**config.mk**
```make
export PLATFORM = sky130hd
export DESIGN_NAME = i2cq_target
export DESIGN_NICKNAME = d
export VERILOG_FILES = /design/src/rtl/i2cq_pkg.sv /design/src/rtl/i2cq_datapath.sv /design/src/rtl/i2cq_control.sv /design/src/rtl/i2cq_target.sv
export SDC_FILE = /design/constraint.sdc
export NUM_CORES = 1
export LEC_CHECK = 0
export BUFFER_PORTS_ARGS = -buffer_cell sky130_fd_sc_hd__buf_2
export CORE_MARGIN = 2
export CORE_UTILIZATION = 36
export CTS_CLUSTER_SIZE = 25
export DETAILED_ROUTE_END_ITERATION = 8
export GPL_TIMING_DRIVEN = 0
export PLACE_DENSITY = 0.52
export SLEW_MARGIN = 20
export SYNTH_ARGS = -nofsm -noshare
export SYNTH_HDL_FRONTEND = slang
export SYNTH_SLANG_ARGS = --single-unit
```
**constraint.sdc**
```tcl
create_clock -name clk -period 4.8 [get_ports clk]
set_input_delay 0.96 -clock clk [delete_from_list [all_inputs] [get_ports clk]]
set_output_delay 0.96 -clock clk [all_outputs]
set_load 0.05 [all_outputs]
```
**src/rtl/i2cq_pkg.sv**
```systemverilog
package i2cq_pkg;

  typedef enum logic [3:0] {
    ST_IDLE,
    ST_ADDR,
    ST_ADDR_END,
    ST_ACK_A,
    ST_WAIT_TX,
    ST_TX,
    ST_TX_ACK,
    ST_TX_NEXT,
    ST_RX,
    ST_RX_END,
    ST_ACK_R
  } tgtState_t;

  // Strobes from control to datapath
  typedef struct packed {
    logic shiftIn;
    logic clrCnt;
    logic latchRw;
    logic latchRx;
    logic loadTx;
    logic shiftTx;
    logic drvAck;
    logic drvTx;
  } dpCtl_t;

  localparam int CLR_DATA_BIT = 0;
  localparam int CLR_STOP_BIT = 1;

endpackage

```
**src/rtl/i2cq_datapath.sv**
```systemverilog
module i2cq_datapath
  import i2cq_pkg::*;
#(
  parameter int ADDR_W      = 7,
  parameter int DATA_W      = 8,
  parameter int SYNC_STAGES = 2
) (
  input  logic              clk,
  input  logic              rstN,
  input  logic              sclIn,
  input  logic              sdaIn,
  input  logic [ADDR_W-1:0] devAddr,
  input  logic              txWr,
  input  logic [DATA_W-1:0] txData,
  input  dpCtl_t            ctl,
  output logic              sclRise,
  output logic              sclFall,
  output logic              startSeen,
  output logic              stopSeen,
  output logic              sdaBit,
  output logic              cntLast,
  output logic              addrHit,
  output logic              rwBit,
  output logic              txFull,
  output logic [DATA_W-1:0] rxData,
  output logic              sdaOe
);

  localparam int CNT_W = $clog2(DATA_W);
  localparam logic [CNT_W-1:0] LAST_CNT = CNT_W'(DATA_W - 1);

  logic [SYNC_STAGES-1:0] sclSync;
  logic [SYNC_STAGES-1:0] sdaSync;
  logic sclS, sdaS, sclPrev, sdaPrev;

  always_ff @(posedge clk or negedge rstN) begin
    if (!rstN) begin
      sclSync <= '1;
      sdaSync <= '1;
      sclPrev <= 1'b1;
      sdaPrev <= 1'b1;
    end else begin
      sclSync <= {sclSync[SYNC_STAGES-2:0], sclIn};
      sdaSync <= {sdaSync[SYNC_STAGES-2:0], sdaIn};
      sclPrev <= sclS;
      sdaPrev <= sdaS;
    end
  end

  assign sclS      = sclSync[SYNC_STAGES-1];
  assign sdaS      = sdaSync[SYNC_STAGES-1];
  assign sclRise   = sclS & ~sclPrev;
  assign sclFall   = ~sclS & sclPrev;
  assign startSeen = sclS & sclPrev & sdaPrev & ~sdaS;
  assign stopSeen  = sclS & sclPrev & ~sdaPrev & sdaS;
  assign sdaBit    = sdaS;

  logic [DATA_W-1:0] rxShift;
  logic [CNT_W-1:0]  bitCnt;

  always_ff @(posedge clk or negedge rstN) begin
    if (!rstN) begin
      rxShift <= '0;
      bitCnt  <= '0;
      rwBit   <= 1'b0;
      rxData  <= '0;
    end else begin
      if (ctl.shiftIn) rxShift <= {rxShift[DATA_W-2:0], sdaS};
      if (ctl.clrCnt) bitCnt <= '0;
      else if (ctl.shiftIn || ctl.shiftTx) bitCnt <= bitCnt + 1'b1;
      if (ctl.latchRw) rwBit <= rxShift[0];
      if (ctl.latchRx) rxData <= {rxShift[DATA_W-2:0], sdaS};
    end
  end

  assign cntLast = (bitCnt == LAST_CNT);
  assign addrHit = (rxShift[DATA_W-1 -: ADDR_W] == devAddr);

  logic [DATA_W-1:0] txBuf;
  logic [DATA_W-1:0] txShift;

  always_ff @(posedge clk or negedge rstN) begin
    if (!rstN) begin
      txBuf   <= '0;
      txFull  <= 1'b0;
      txShift <= '1;
    end else begin
      if (txWr) begin
        txBuf  <= txData;
        txFull <= 1'b1;
      end else if (ctl.loadTx) begin
        txFull <= 1'b0;
      end
      if (ctl.loadTx) txShift <= txBuf;
      else if (ctl.shiftTx) txShift <= {txShift[DATA_W-2:0], 1'b1};
    end
  end

  assign sdaOe = ctl.drvAck | (ctl.drvTx & ~txShift[DATA_W-1]);

endmodule

```
**src/rtl/i2cq_control.sv**
```systemverilog
module i2cq_control
  import i2cq_pkg::*;
(
  input  logic       clk,
  input  logic       rstN,
  input  logic       sclRise,
  input  logic       sclFall,
  input  logic       startSeen,
  input  logic       stopSeen,
  input  logic       sdaBit,
  input  logic       cntLast,
  input  logic       addrHit,
  input  logic       rwBit,
  input  logic       txFull,
  input  logic       clrWr,
  input  logic [1:0] clrMask,
  output dpCtl_t     ctl,
  output logic       sclOe,
  output logic       dataRis,
  output logic       stopRis,
  output logic       qcmdSt,
  output logic       qcmdDir
);

  tgtState_t state, nextState;
  logic active, gotByte;
  logic setData, setStop, setQuick, matchNow, setGot, dropActive;

  always_comb begin
    nextState  = state;
    ctl        = '0;
    setData    = 1'b0;
    setStop    = 1'b0;
    setQuick   = 1'b0;
    matchNow   = 1'b0;
    setGot     = 1'b0;
    dropActive = 1'b0;
    ctl.drvAck = (state == ST_ACK_A) || (state == ST_ACK_R);
    ctl.drvTx  = (state == ST_TX);
    if (startSeen) begin
      nextState  = ST_ADDR;
      ctl.clrCnt = 1'b1;
      dropActive = 1'b1;
    end else if (stopSeen) begin
      nextState  = ST_IDLE;
      dropActive = 1'b1;
      if (active) begin
        setStop  = 1'b1;
        setQuick = ~gotByte;
      end
    end else begin
      unique case (state)
        ST_ADDR: if (sclRise) begin
          ctl.shiftIn = 1'b1;
          if (cntLast) nextState = ST_ADDR_END;
        end
        ST_ADDR_END: if (sclFall) begin
          if (addrHit) begin
            nextState   = ST_ACK_A;
            ctl.latchRw = 1'b1;
            matchNow    = 1'b1;
          end else begin
            nextState = ST_IDLE;
          end
        end
        ST_ACK_A: if (sclFall) begin
          ctl.clrCnt = 1'b1;
          if (rwBit) begin
            nextState = ST_WAIT_TX;
            setData   = 1'b1;
          end else begin
            nextState = ST_RX;
          end
        end
        ST_WAIT_TX: if (txFull) begin
          ctl.loadTx = 1'b1;
          ctl.clrCnt = 1'b1;
          nextState  = ST_TX;
        end
        ST_TX: if (sclFall) begin
          if (cntLast) begin
            nextState = ST_TX_ACK;
            setGot    = 1'b1;
          end else begin
            ctl.shiftTx = 1'b1;
          end
        end
        ST_TX_ACK: if (sclRise) begin
          nextState = sdaBit ? ST_IDLE : ST_TX_NEXT;
        end
        ST_TX_NEXT: if (sclFall) begin
          nextState = ST_WAIT_TX;
          setData   = 1'b1;
        end
        ST_RX: if (sclRise) begin
          ctl.shiftIn = 1'b1;
          if (cntLast) begin
            nextState   = ST_RX_END;
            ctl.latchRx = 1'b1;
            setData     = 1'b1;
            setGot      = 1'b1;
          end
        end
        ST_RX_END: if (sclFall) nextState = ST_ACK_R;
        ST_ACK_R: if (sclFall) begin
          nextState  = ST_RX;
          ctl.clrCnt = 1'b1;
        end
        default: nextState = state;
      endcase
    end
  end

  assign sclOe = (state == ST_WAIT_TX);

  always_ff @(posedge clk or negedge rstN) begin
    if (!rstN) begin
      state   <= ST_IDLE;
      active  <= 1'b0;
      gotByte <= 1'b0;
      dataRis <= 1'b0;
      stopRis <= 1'b0;
      qcmdSt  <= 1'b0;
      qcmdDir <= 1'b0;
    end else begin
      state <= nextState;
      if (matchNow) active <= 1'b1;
      else if (dropActive) active <= 1'b0;
      if (matchNow) gotByte <= 1'b0;
      else if (setGot) gotByte <= 1'b1;
      if (setData) dataRis <= 1'b1;
      else if (clrWr && clrMask[CLR_DATA_BIT]) dataRis <= 1'b0;
      if (setStop) stopRis <= 1'b1;
      else if (clrWr && clrMask[CLR_STOP_BIT]) stopRis <= 1'b0;
      if (matchNow) begin
        qcmdSt  <= 1'b0;
        qcmdDir <= 1'b0;
      end else if (setQuick) begin
        qcmdSt  <= 1'b1;
        qcmdDir <= rwBit;
      end
    end
  end

endmodule

```
**src/rtl/i2cq_target.sv**
```systemverilog
module i2cq_target
  import i2cq_pkg::*;
#(
  parameter int ADDR_W      = 7,
  parameter int DATA_W      = 8,
  parameter int SYNC_STAGES = 2
) (
  input  logic              clk,
  input  logic              rstN,
  input  logic [ADDR_W-1:0] devAddr,
  input  logic              sclIn,
  input  logic              sdaIn,
  output logic              sclOe,
  output logic              sdaOe,
  input  logic              txWr,
  input  logic [DATA_W-1:0] txData,
  input  logic              clrWr,
  input  logic [1:0]        clrMask,
  output logic [DATA_W-1:0] rxData,
  output logic              dataRis,
  output logic              stopRis,
  output logic              qcmdSt,
  output logic              qcmdDir
);

  dpCtl_t ctl;
  logic sclRise, sclFall, startSeen, stopSeen, sdaBit;
  logic cntLast, addrHit, rwBit, txFull;

  i2cq_datapath #(
    .ADDR_W(ADDR_W), .DATA_W(DATA_W), .SYNC_STAGES(SYNC_STAGES)
  ) u_dp (
    .clk(clk), .rstN(rstN), .sclIn(sclIn), .sdaIn(sdaIn),
    .devAddr(devAddr), .txWr(txWr), .txData(txData), .ctl(ctl),
    .sclRise(sclRise), .sclFall(sclFall), .startSeen(startSeen),
    .stopSeen(stopSeen), .sdaBit(sdaBit), .cntLast(cntLast),
    .addrHit(addrHit), .rwBit(rwBit), .txFull(txFull),
    .rxData(rxData), .sdaOe(sdaOe)
  );

  i2cq_control u_ctl (
    .clk(clk), .rstN(rstN), .sclRise(sclRise), .sclFall(sclFall),
    .startSeen(startSeen), .stopSeen(stopSeen), .sdaBit(sdaBit),
    .cntLast(cntLast), .addrHit(addrHit), .rwBit(rwBit),
    .txFull(txFull), .clrWr(clrWr), .clrMask(clrMask), .ctl(ctl),
    .sclOe(sclOe), .dataRis(dataRis), .stopRis(stopRis),
    .qcmdSt(qcmdSt), .qcmdDir(qcmdDir)
  );

endmodule

```
==> run metrics <==
Compound-Gate Fraction of Synth Area=0.119; final hold violation count=0; drt drc=0; CTS tree=yes; number of fill cells=687; Synth Cell Area=0.00254 mm2; PwrDens=424 mW/mm2; met3 WL=163 um; Via Count=roughly 1.8k; routed wire length=5230 um; sw frac=0.360; clock buffer depth=2; fraction of registers with async set/reset=1.00; CTS Hold Bufs=0; routed length on met2=approximately 2300 um; largest net degree at the start of global routing=54; worst vdd ir=0.178 mV; diode count=0; clk slew on worst S/H paths=100 ps; data arrival time of the worst path=between 1500 and 2000 ps; Core Region=0.00683 mm2; Tcrit/Tclk final=0.590; share of layout cells above drive strength 1=0.315; syn_nets=about 250; hpwl dp=roughly 3700 um; most common cell in the netlist=dfrtp_1; Clk pwr share=0.219; Synth Warn #=0; element type at the critical path end=output port; via/cell ratio=4.90; H-tree depth=2; Die Wd=88.1 um; synthesis-to-finish area growth=15.6%; fin util=0.431; clock sink total=53; die area=0.00776 mm2; first-pass GRT wire length=8830 um; Yosys cell types=55; slew margin rel.=0.554; wire per inst=approximately 14 um; Mapped Cells=227; Worst Path Max Fanout=10; area of the multi-input gates=around 0.0011 mm2; ys flop type=dfrtp_1; fmax=353 MHz; Routed Antenna Nets=0; Switch Pwr=0.449 mW; leading area contributor after synthesis=dfrtp_1; synth cell count leaders=dfrtp_1 (39), nand2_1 (34), mux2_2 (16), nor2_1 (16), dfstp_2 (14); Max Cap Viol=0; Final setup viols=0; leakage=1.35 nW; Post-Synth XOR/XNOR Area=0.0344; main combinational cell family by area after synthesis=simple AND/OR/NAND/NOR gates; grt ovf=0; Area contributors post-synth=dfrtp_1 (38%), dfstp_2 (14%), mux2_2 (7.1%), nand2_1 (5.0%), mux2_1 (4.0%); Tmin final=2830 ps; Post-Syn Area per Cell=11.2 um2; Non-Filler Instances=366; initial antenna violation count=0; Sequential Area=0.00134 mm2; routability cong.=between 0.9 and 1; DRT Pass-1 Iters=4; Net count, final=294; internal power=0.798 mW; Tot GR Track Use=0.149; cell row count=30; Worst Path Required=3840 ps; CTS buffer count=5; vias in the first global route=1783; post-synthesis mux area share=0.130; crit path kind=reg2out; initial core utilization=0.373; Gate power share=0.325; top layer in use=met4; clock root buffer=clkbuf_8; Design Power=1.25 mW; status=complete, no violations; Synth Area in Simple Gates=0.156; IO Pins=37; flops & latches, synth=53; height of the die=88.1 um; met1 WL=2670 um; Layout Skew=7.70 ps; Critical Path Start Type=register; fin. max-slew vios=0; PortBufs=35; worst-margin pin slew=669 ps; Min-Delay Path Class=reg2reg; Placed Instances=approximately 360; Adder-Cell Fraction of Synth Area=0.00983; share of the synthesized area in the top cell type=0.383; Clk Latency, worst-skew pair=310 ps; RSZ-0062 raised after global routing=false; Fin Setup TNS=0 ps; Hold WS=360 ps; drt first-iter violations=a little over 70; CTS resizes=0; Post-synth EDFFs=0; post-synthesis sequential area ratio=0.528; Post-CTS Setup Bufs=0; Seq pwr share=0.456
kinds of logic after synthesis:
group | count (synthesis)
flops | 53
xor+xnor | 10
mux | 30
buf+inv | 13
simple gates | 77
fa+ha+maj | 2
compound gates | 42
metal layers:
layer	up-vias	global-route usage
met5	-	0
met4	0	0.0592
met3	7	0.0349
met2	26	0.218
met1	865	0.215
li1	896	-
worst max-delay path: stages, from the launching register on:
cell      delay, ps
dfrtp_1         490
clkbuf_1        240
nand2b_1        230
o21ai_0          90
nand2_1          70
o21ai_0         150
buf_2           280
registers in the layout, summed over array words and instances (netlist names), 2 cells and up:
name and cells:
u_dp.txShift 8, u_ctl.state 4, u_dp.bitCnt 3, u_dp.rxData 8
u_dp.sdaSync 2, u_dp.sclSync 2, u_dp.txBuf 8, u_dp.rxShift 8
through the flow:
stage | setup WS (ps) | cell area (um2)
6_report | 1970 | 2940
5_1_grt | 1820 | 2940
4_1_cts | 1950 | 2940
3_5_place_dp | 2320 | 2840
3_3_place_gp | 2300 | 2840
2_1_floorplan | 1840 | 2540
cells in the final DEF, fill, tap and decap left out, types with 2 or more instances in the layout:
cell,n
nand2b_1,3
buf_4,2
o211ai_1,2
nor3_1,2
nor2b_1,2
xor2_1,2
nor3b_1,2
nand2_1,34
a211oi_1,2
a21oi_1,5
o31ai_1,2
a211o_1,2
ha_1,2
mux2_2,16
and2_1,2
nand3_1,4
xnor2_1,8
o21ai_1,3
o21ai_0,7
mux2i_1,5
clkbuf_1,2
nor2_1,16
dfstp_2,14
a22oi_1,5
mux2_1,9
buf_2,38
inv_1,4
dfrtp_1,39
a21o_1,2
clkbuf_8,6
final timing paths:
check	endpoint	cells past startpoint	slack, ps	start
min reg2reg	u_dp.sdaSync[1]	0	360	u_dp.sdaSync[0]
min	u_dp.sdaSync[1]	0	360	u_dp.sdaSync[0]
max in group asynchronous	u_dp.txFull	1	3690	rstN
min in group asynchronous	u_ctl.dataRis	1	670	rstN
max reg2reg	u_dp.rwBit	4	2700	u_dp.sclPrev
max	sdaOe	6	1970	u_ctl.state[2]
power groups by stage:
stage          Combinational (mW)  Clock (mW)  Sequential, mW
4_1_cts                     0.405       0.291           0.570
3_3_place_gp                0.402           0           0.577
5_1_grt                     0.450       0.312           0.580
2_1_floorplan               0.306           0           0.569
6_report                    0.405       0.274           0.569
3_5_place_dp                0.403           0           0.578
final cells by class:
cell class / count / area share
Multi-Input combinational cell: 161 / 0.389
Buffer: 8 / 0.0132
Clock buffer: 6 / 0.0281
Tap cell: 96 / 0.0408
Timing Repair Buffer: 35 / 0.0604
Sequential cell: 53 / 0.457
Inverter: 5 / 0.00638
Clock inverter: 2 / 0.00553
No activity file was read; power rests on OpenSTA's default activity.
